`src/rtl/carry_alu_pkg.sv`:
```
package carry_alu_pkg;

  localparam int OP_W = 4;

  localparam logic [OP_W-1:0] OPC_SAR = 4'd0;
  localparam logic [OP_W-1:0] OPC_SHL = 4'd1;
  localparam logic [OP_W-1:0] OPC_SHR = 4'd2;
  localparam logic [OP_W-1:0] OPC_RCL = 4'd3;
  localparam logic [OP_W-1:0] OPC_RCR = 4'd4;
  localparam logic [OP_W-1:0] OPC_INC = 4'd5;
  localparam logic [OP_W-1:0] OPC_DEC = 4'd6;
  localparam logic [OP_W-1:0] OPC_ADD = 4'd7;
  localparam logic [OP_W-1:0] OPC_SUB = 4'd8;
  localparam logic [OP_W-1:0] OPC_ADC = 4'd9;
  localparam logic [OP_W-1:0] OPC_SBC = 4'd10;

  typedef enum logic [3:0] {
    K_PASS, K_SAR, K_SHL, K_SHR, K_RCL, K_RCR,
    K_INC, K_DEC, K_ADD, K_SUB, K_ADC, K_SBC
  } aluKind_e;

  typedef struct packed {
    logic     load;
    logic     carryWe;
    aluKind_e kind;
  } aluStrobes_t;

endpackage

```
`src/rtl/carry_alu_ctrl.sv`:
```
module carry_alu_ctrl
  import carry_alu_pkg::*;
(
  input  logic            clk,
  input  logic            rst,
  input  logic            valid,
  input  logic [OP_W-1:0] op,
  output aluStrobes_t     strobes,
  output logic            doneQ
);

  aluKind_e kindDec;

  always_comb begin
    case (op)
      OPC_SAR: kindDec = K_SAR;
      OPC_SHL: kindDec = K_SHL;
      OPC_SHR: kindDec = K_SHR;
      OPC_RCL: kindDec = K_RCL;
      OPC_RCR: kindDec = K_RCR;
      OPC_INC: kindDec = K_INC;
      OPC_DEC: kindDec = K_DEC;
      OPC_ADD: kindDec = K_ADD;
      OPC_SUB: kindDec = K_SUB;
      OPC_ADC: kindDec = K_ADC;
      OPC_SBC: kindDec = K_SBC;
      default: kindDec = K_PASS;
    endcase
  end

  always_comb begin
    strobes.load    = valid;
    strobes.carryWe = valid && (kindDec != K_PASS);
    strobes.kind    = kindDec;
  end

  always_ff @(posedge clk) begin
    if (rst) doneQ <= 1'b0;
    else     doneQ <= valid;
  end


  done_follows_req_chk: assert property (@(posedge clk) disable iff (rst)
    valid |=> doneQ);


  done_single_chk: assert property (@(posedge clk) disable iff (rst)
    !valid |=> !doneQ);

endmodule

```
`src/rtl/carry_alu_dp.sv`:
```
module carry_alu_dp
  import carry_alu_pkg::*;
#(
  parameter int WIDTH = 32
) (
  input  logic             clk,
  input  logic             rst,
  input  aluStrobes_t      strobes,
  input  logic [WIDTH-1:0] a,
  input  logic [WIDTH-1:0] b,
  output logic [WIDTH-1:0] resQ,
  output logic             carryQ
);

  localparam int MSB = WIDTH - 1;
  localparam logic [WIDTH:0] ONE_EXT = {{WIDTH{1'b0}}, 1'b1};

  logic [WIDTH:0]   addExt, subExt, incExt, decExt;
  logic             cinAdd, cinSub;
  logic [WIDTH-1:0] resNext;
  logic             carryNext;

  assign cinAdd = (strobes.kind == K_ADC) ? carryQ : 1'b0;
  assign cinSub = (strobes.kind == K_SBC) ? carryQ : 1'b0;

  // Widened adders: the extra top bit carries out (add) or borrows (sub).
  assign addExt = {1'b0, a} + {1'b0, b} + {{WIDTH{1'b0}}, cinAdd};
  assign subExt = {1'b0, a} - {1'b0, b} - {{WIDTH{1'b0}}, cinSub};
  assign incExt = {1'b0, a} + ONE_EXT;
  assign decExt = {1'b0, a} - ONE_EXT;

  always_comb begin
    resNext   = a;
    carryNext = carryQ;
    case (strobes.kind)
      K_SAR: begin resNext = {a[MSB], a[MSB:1]};  carryNext = a[0];   end
      K_SHL: begin resNext = {a[MSB-1:0], 1'b0};  carryNext = a[MSB]; end
      K_SHR: begin resNext = {1'b0, a[MSB:1]};    carryNext = a[0];   end
      K_RCL: begin resNext = {a[MSB-1:0], carryQ}; carryNext = a[MSB]; end
      K_RCR: begin resNext = {carryQ, a[MSB:1]};  carryNext = a[0];   end
      K_INC: begin resNext = incExt[MSB:0]; carryNext = incExt[WIDTH]; end
      K_DEC: begin resNext = decExt[MSB:0]; carryNext = decExt[WIDTH]; end
      K_ADD, K_ADC: begin resNext = addExt[MSB:0]; carryNext = addExt[WIDTH]; end
      K_SUB, K_SBC: begin resNext = subExt[MSB:0]; carryNext = subExt[WIDTH]; end
      default: begin resNext = a; carryNext = carryQ; end
    endcase
  end

  always_ff @(posedge clk) begin
    if (rst) begin
      resQ   <= '0;
      carryQ <= 1'b0;
    end else begin
      if (strobes.load)    resQ   <= resNext;
      if (strobes.carryWe) carryQ <= carryNext;
    end
  end


  hold_idle_chk: assert property (@(posedge clk) disable iff (rst)
    !strobes.load |=> ($stable(resQ) && $stable(carryQ)));


  inc_wrap_chk: assert property (@(posedge clk) disable iff (rst)
    (strobes.load && strobes.kind == K_INC && a == '1) |=> (carryQ && resQ == '0));


  sub_borrow_chk: assert property (@(posedge clk) disable iff (rst)
    (strobes.load && strobes.kind == K_SUB) |=> (carryQ == ($past(a) < $past(b))));


  pass_keep_chk: assert property (@(posedge clk) disable iff (rst)
    (strobes.load && strobes.kind == K_PASS) |=> (resQ == $past(a) && $stable(carryQ)));

endmodule

```
`src/rtl/carry_alu.sv`:
```
module carry_alu
  import carry_alu_pkg::*;
#(
  parameter int WIDTH = 32
) (
  input  logic             clk,
  input  logic             rst,
  input  logic             valid,
  input  logic [3:0]       op,
  input  logic [WIDTH-1:0] operandA,
  input  logic [WIDTH-1:0] operandB,
  output logic [WIDTH-1:0] result,
  output logic             carry,
  output logic             done
);

  aluStrobes_t strobes;

  carry_alu_ctrl i_ctrl (
    .clk     (clk),
    .rst     (rst),
    .valid   (valid),
    .op      (op),
    .strobes (strobes),
    .doneQ   (done)
  );

  carry_alu_dp #(.WIDTH(WIDTH)) i_dp (
    .clk     (clk),
    .rst     (rst),
    .strobes (strobes),
    .a       (operandA),
    .b       (operandB),
    .resQ    (result),
    .carryQ  (carry)
  );

endmodule

```
`config.mk`:
```
export PLATFORM = sky130hd
export DESIGN_NAME = carry_alu
export DESIGN_NICKNAME = d
export VERILOG_FILES = /design/src/rtl/carry_alu_pkg.sv /design/src/rtl/carry_alu_ctrl.sv /design/src/rtl/carry_alu_dp.sv /design/src/rtl/carry_alu.sv
export SDC_FILE = /design/constraint.sdc
export NUM_CORES = 1
export LEC_CHECK = 0
export ABC_AREA = 1
export CORE_UTILIZATION = 30
export CTS_CLUSTER_DIAMETER = 50
export DETAILED_ROUTE_END_ITERATION = 10
export PLACE_DENSITY_LB_ADDON = 0.15
export SKIP_LAST_GASP = 1
export SLEW_MARGIN = 30
export SYNTH_ARGS = -nofsm -noshare
export SYNTH_HDL_FRONTEND = slang
export SYNTH_SLANG_ARGS = --single-unit
export TNS_END_PERCENT = 10
```
`constraint.sdc`:
```
create_clock -name clk -period 3.6 [get_ports clk]
set_input_delay 0.72 -clock clk [delete_from_list [all_inputs] [get_ports clk]]
set_output_delay 0.72 -clock clk [all_outputs]
set_load 0.02 [all_outputs]
```
==> impl_metrics.yaml <==
min_path:
  holdCritStartpoint: "i_dp.resQ[29]$_SDFFE_PP0P_"
  hold-path-endpoint: "i_dp.resQ[29]$_SDFFE_PP0P_"
  hold_depth: 2
  hp-class: "reg2reg"
timing:
  slew_headroom: 0.5748
  worst_slack_ps: -52.01
  post-route-period-util: 1.014
  fmax_mhz: 273.8
  finalHoldViolCount: 0
  finalCriticalPeriod_ps: 3652
  rsz0062_at_grt: "true"
  skew_ps: 21.35
  finalSetupViolCount: 7
  tightest_slew_ps: 637.1
  maxSlewViolCount: 0
floorplanning:
  fp.dieH_um: 187.5
  io_pins: 105
  chipWidth_um: 187.5
  die-area_um2: 35170
  core_um2: 33700
  rows: 67
  start_util: 0.3065
finish:
  seq_area_um2: 680.7
  drive_gt1_frac: 0.1459
  nFillCells: 3876
  multi_input_comb_area_um2: 8114
  final_common_cell: "nand2_1"
  diodes: 0
  nets: 2551
  area_growth_pct: 35.43
  layout_common_cells: "nand2_1, inv_1, nor2_1"
  instances_no_fill: 2826
run:
  max_cap_viol_count: 0
cts:
  clock_tree.buffer_depth: 2
  htreeDepth: 2
  clkSinkCount: 34
  clkTransAtPathRegs_ps: 60
  cts-root-buf: "clkbuf_16"
  hold_buffers: 0
  clk_latency_ps: 330
  cts_made_buffers: 5
  cts_tree: "done"
critical_path:
  crit_type: "in2reg"
  cp_common_cell: "nand2_1"
  reg2reg_slack_ps: 480
  slowest_delay_ps: 540
  ff2ff_path_depth: 20
  path_delay_family: "simple AND/OR/NAND/NOR gates"
  critPathBufInv: 9
  crit_fanout: 4
  endpoint_kind: "flop"
  required_ps: 3780
  slowest_stage: "fa_1"
  r2r_end: "i_dp.resQ[7]$_SDFFE_PP0P_"
  worst_ep_arrival_time_ps: 3840
  startpoint_type: "input port"
  rr_startpoint: "i_dp.carryQ$_SDFFE_PP0P_"
grt:
  gr-total-overflow: 0
  grt_max_degree: 38
  grt_pass1_vias: 13450
  grt_pass1_wl_um: 82280
  gr-usage-all-layers: 0.3152
  antenna_found_initial: 1
power:
  share_comb_of_total_power: 0.726
  p_clk_frac: 0.143
  p_switching_w: 0.001811
  finalPower_w: 0.003499
  pwr-share-seq: 0.131
  ir_worst_vdd_uv: 163.1
  power.density_nw_per_um2: 250.2
  leakagePower_nw: 7.434
  swShare: 0.5176
  cellInternalPower_w: 0.001688
synthesis:
  ys_ff_latch: 34
  ys_warn_count: 0
  syn_area_per_cell_um2: 5.023
  syn_inst: 2056
  synth_edf_count: 0
  synthArstFlopShare: 0
  synthFlopType: "dfxtp_1"
  ys_types: 50
  syn_area_um2: 10330
  ys_seq_area_frac: 0.06591
  synth_fp_nets: 2230
place:
  gp_congestion: 1.054
  io_buffers: 104
  dp.cells: 2812
  hpwl_um: 48270
routing:
  avgViaCountPerCell: 5.061
  drt_iter0_drc: 1252
  ant_nets: 0
  dr.pass1.iters: 6
  post_drt_wl_per_cell_um: 19.95
  wl_um: 56380
  drc: 0
  route.vias.total: 14300
status:
  status: "finished with violations"
  violations: "negative setup slack"
-- what timing repair did --
| action | 4_1_cts | 5_1_grt |
|---|---|---|
| resized for setup | 23 | 14 |
| endpoints found under the setup margin | 32 | 28 |
| gates cloned | 0 | 0 |
| pin swaps | 8 | 18 |
| setup buffers | 3 | 3 |
-- cell usage after synthesis, types with 3 or more instances --
cell type	count	share of area
nor3_1	17	0.0082
buf_2	28	0.014
inv_2	7	0.0025
nand2_2	5	0.0030
o21ai_0	71	0.034
or2_2	3	0.0018
clkbuf_1	19	0.0069
nand2_1	702	0.26
and2_1	4	0.0024
buf_4	7	0.0051
xnor2_1	4	0.0034
nand3b_1	7	0.0051
xor2_1	15	0.013
ha_1	99	0.12
nor2_2	8	0.0048
o21bai_1	13	0.0094
nand4_1	34	0.021
nand3_1	201	0.097
inv_1	357	0.13
nor2_4	5	0.0055
nor2_1	269	0.098
dfxtp_1	34	0.066
fa_1	4	0.0078
o22ai_1	8	0.0048
a21oi_1	94	0.046
o21ai_1	6	0.0029
o221ai_1	3	0.0025
-- stage by stage --
step           setup TNS [ps]  cell area [um2]    util  worst slack (ps)  hold slack (ps)
2_1_floorplan          -68.64            10400       -            -36.69            540.7
3_3_place_gp           -26080            13720  0.4072            -956.8            457.8
3_5_place_dp           -27290            13720  0.4072            -993.8            458.8
4_1_cts               -0.5467            13910  0.4129           -0.5467            469.3
5_1_grt                 -5160            13990  0.4150            -296.5            482.7
6_report               -151.5            13990  0.4150            -52.01            467.7
-- cells by family (layout without fill, tap and decap cells) --
logic type,count (synthesis),in the layout,synth area share
flops,34,34,0.06591
buf+inv,422,744,0.1608
compound gates,209,209,0.1109
simple gates,1269,1269,0.5187
fa+ha+maj,103,103,0.1277
xor+xnor,19,19,0.01611
-- registers in the layout (all words and copies together), names as in the netlist --
signal        cells
i_ctrl.doneQ      1
i_dp.carryQ       1
i_dp.resQ        32
-- worst max-delay path by stage --
stage                     start                          to  slack [ps]  depth (start not counted)
after floorplan           op[0]  i_dp.resQ[18]$_SDFFE_PP0P_         -40                         29
after global placement    op[0]  i_dp.resQ[20]$_SDFFE_PP0P_        -960                         28
after detailed placement  op[0]    i_dp.carryQ$_SDFFE_PP0P_        -990                         25
after CTS                 op[1]   i_dp.resQ[7]$_SDFFE_PP0P_        -0.5                         26
after global routing      op[1]  i_dp.resQ[20]$_SDFFE_PP0P_        -300                         28
final                     op[0]   i_dp.resQ[7]$_SDFFE_PP0P_         -50                         28
-- worst register-to-register path: cells and delay by family (launching register included) --
kind	cells	cell delay, ps
flops	1	450
fa+ha+maj	2	650
buf+inv	5	650
compound gates	3	270
simple gates	10	970
-- final cells by class --
| class | instances | share of cell area |
|---|---|---|
| multi-input combinational | 1600 | 0.5802 |
| timing repair buffer | 371 | 0.2223 |
| inverter | 365 | 0.09796 |
| sequential | 34 | 0.04867 |
| tap | 448 | 0.04008 |
| clock buffer | 6 | 0.009930 |
| clock inverter | 2 | 0.0008946 |
-- routing by layer --
| layer | routed length [um] | up-vias | track usage |
|---|---|---|---|
| li1 | - | 7055 | - |
| met1 | 25910 | 6570 | 0.4433 |
| met2 | 24050 | 593 | 0.4906 |
| met3 | 4533 | 83 | 0.03631 |
| met4 | 1865 | 2 | 0.1160 |
| met5 | 13 | - | 0 |
-- power groups by stage --
stage | clock network, W | registers (W) | logic [W]
final | 0.000502 | 0.000457 | 0.00254
after global routing | 0.000512 | 0.000459 | 0.00275
after CTS | 0.000503 | 0.000456 | 0.00247
after detailed placement | 0 | 0.000464 | 0.00245
after global placement | 0 | 0.000466 | 0.00245
after floorplan | 0 | 0.000501 | 0.00125
(Power assumes the default switching activity.)
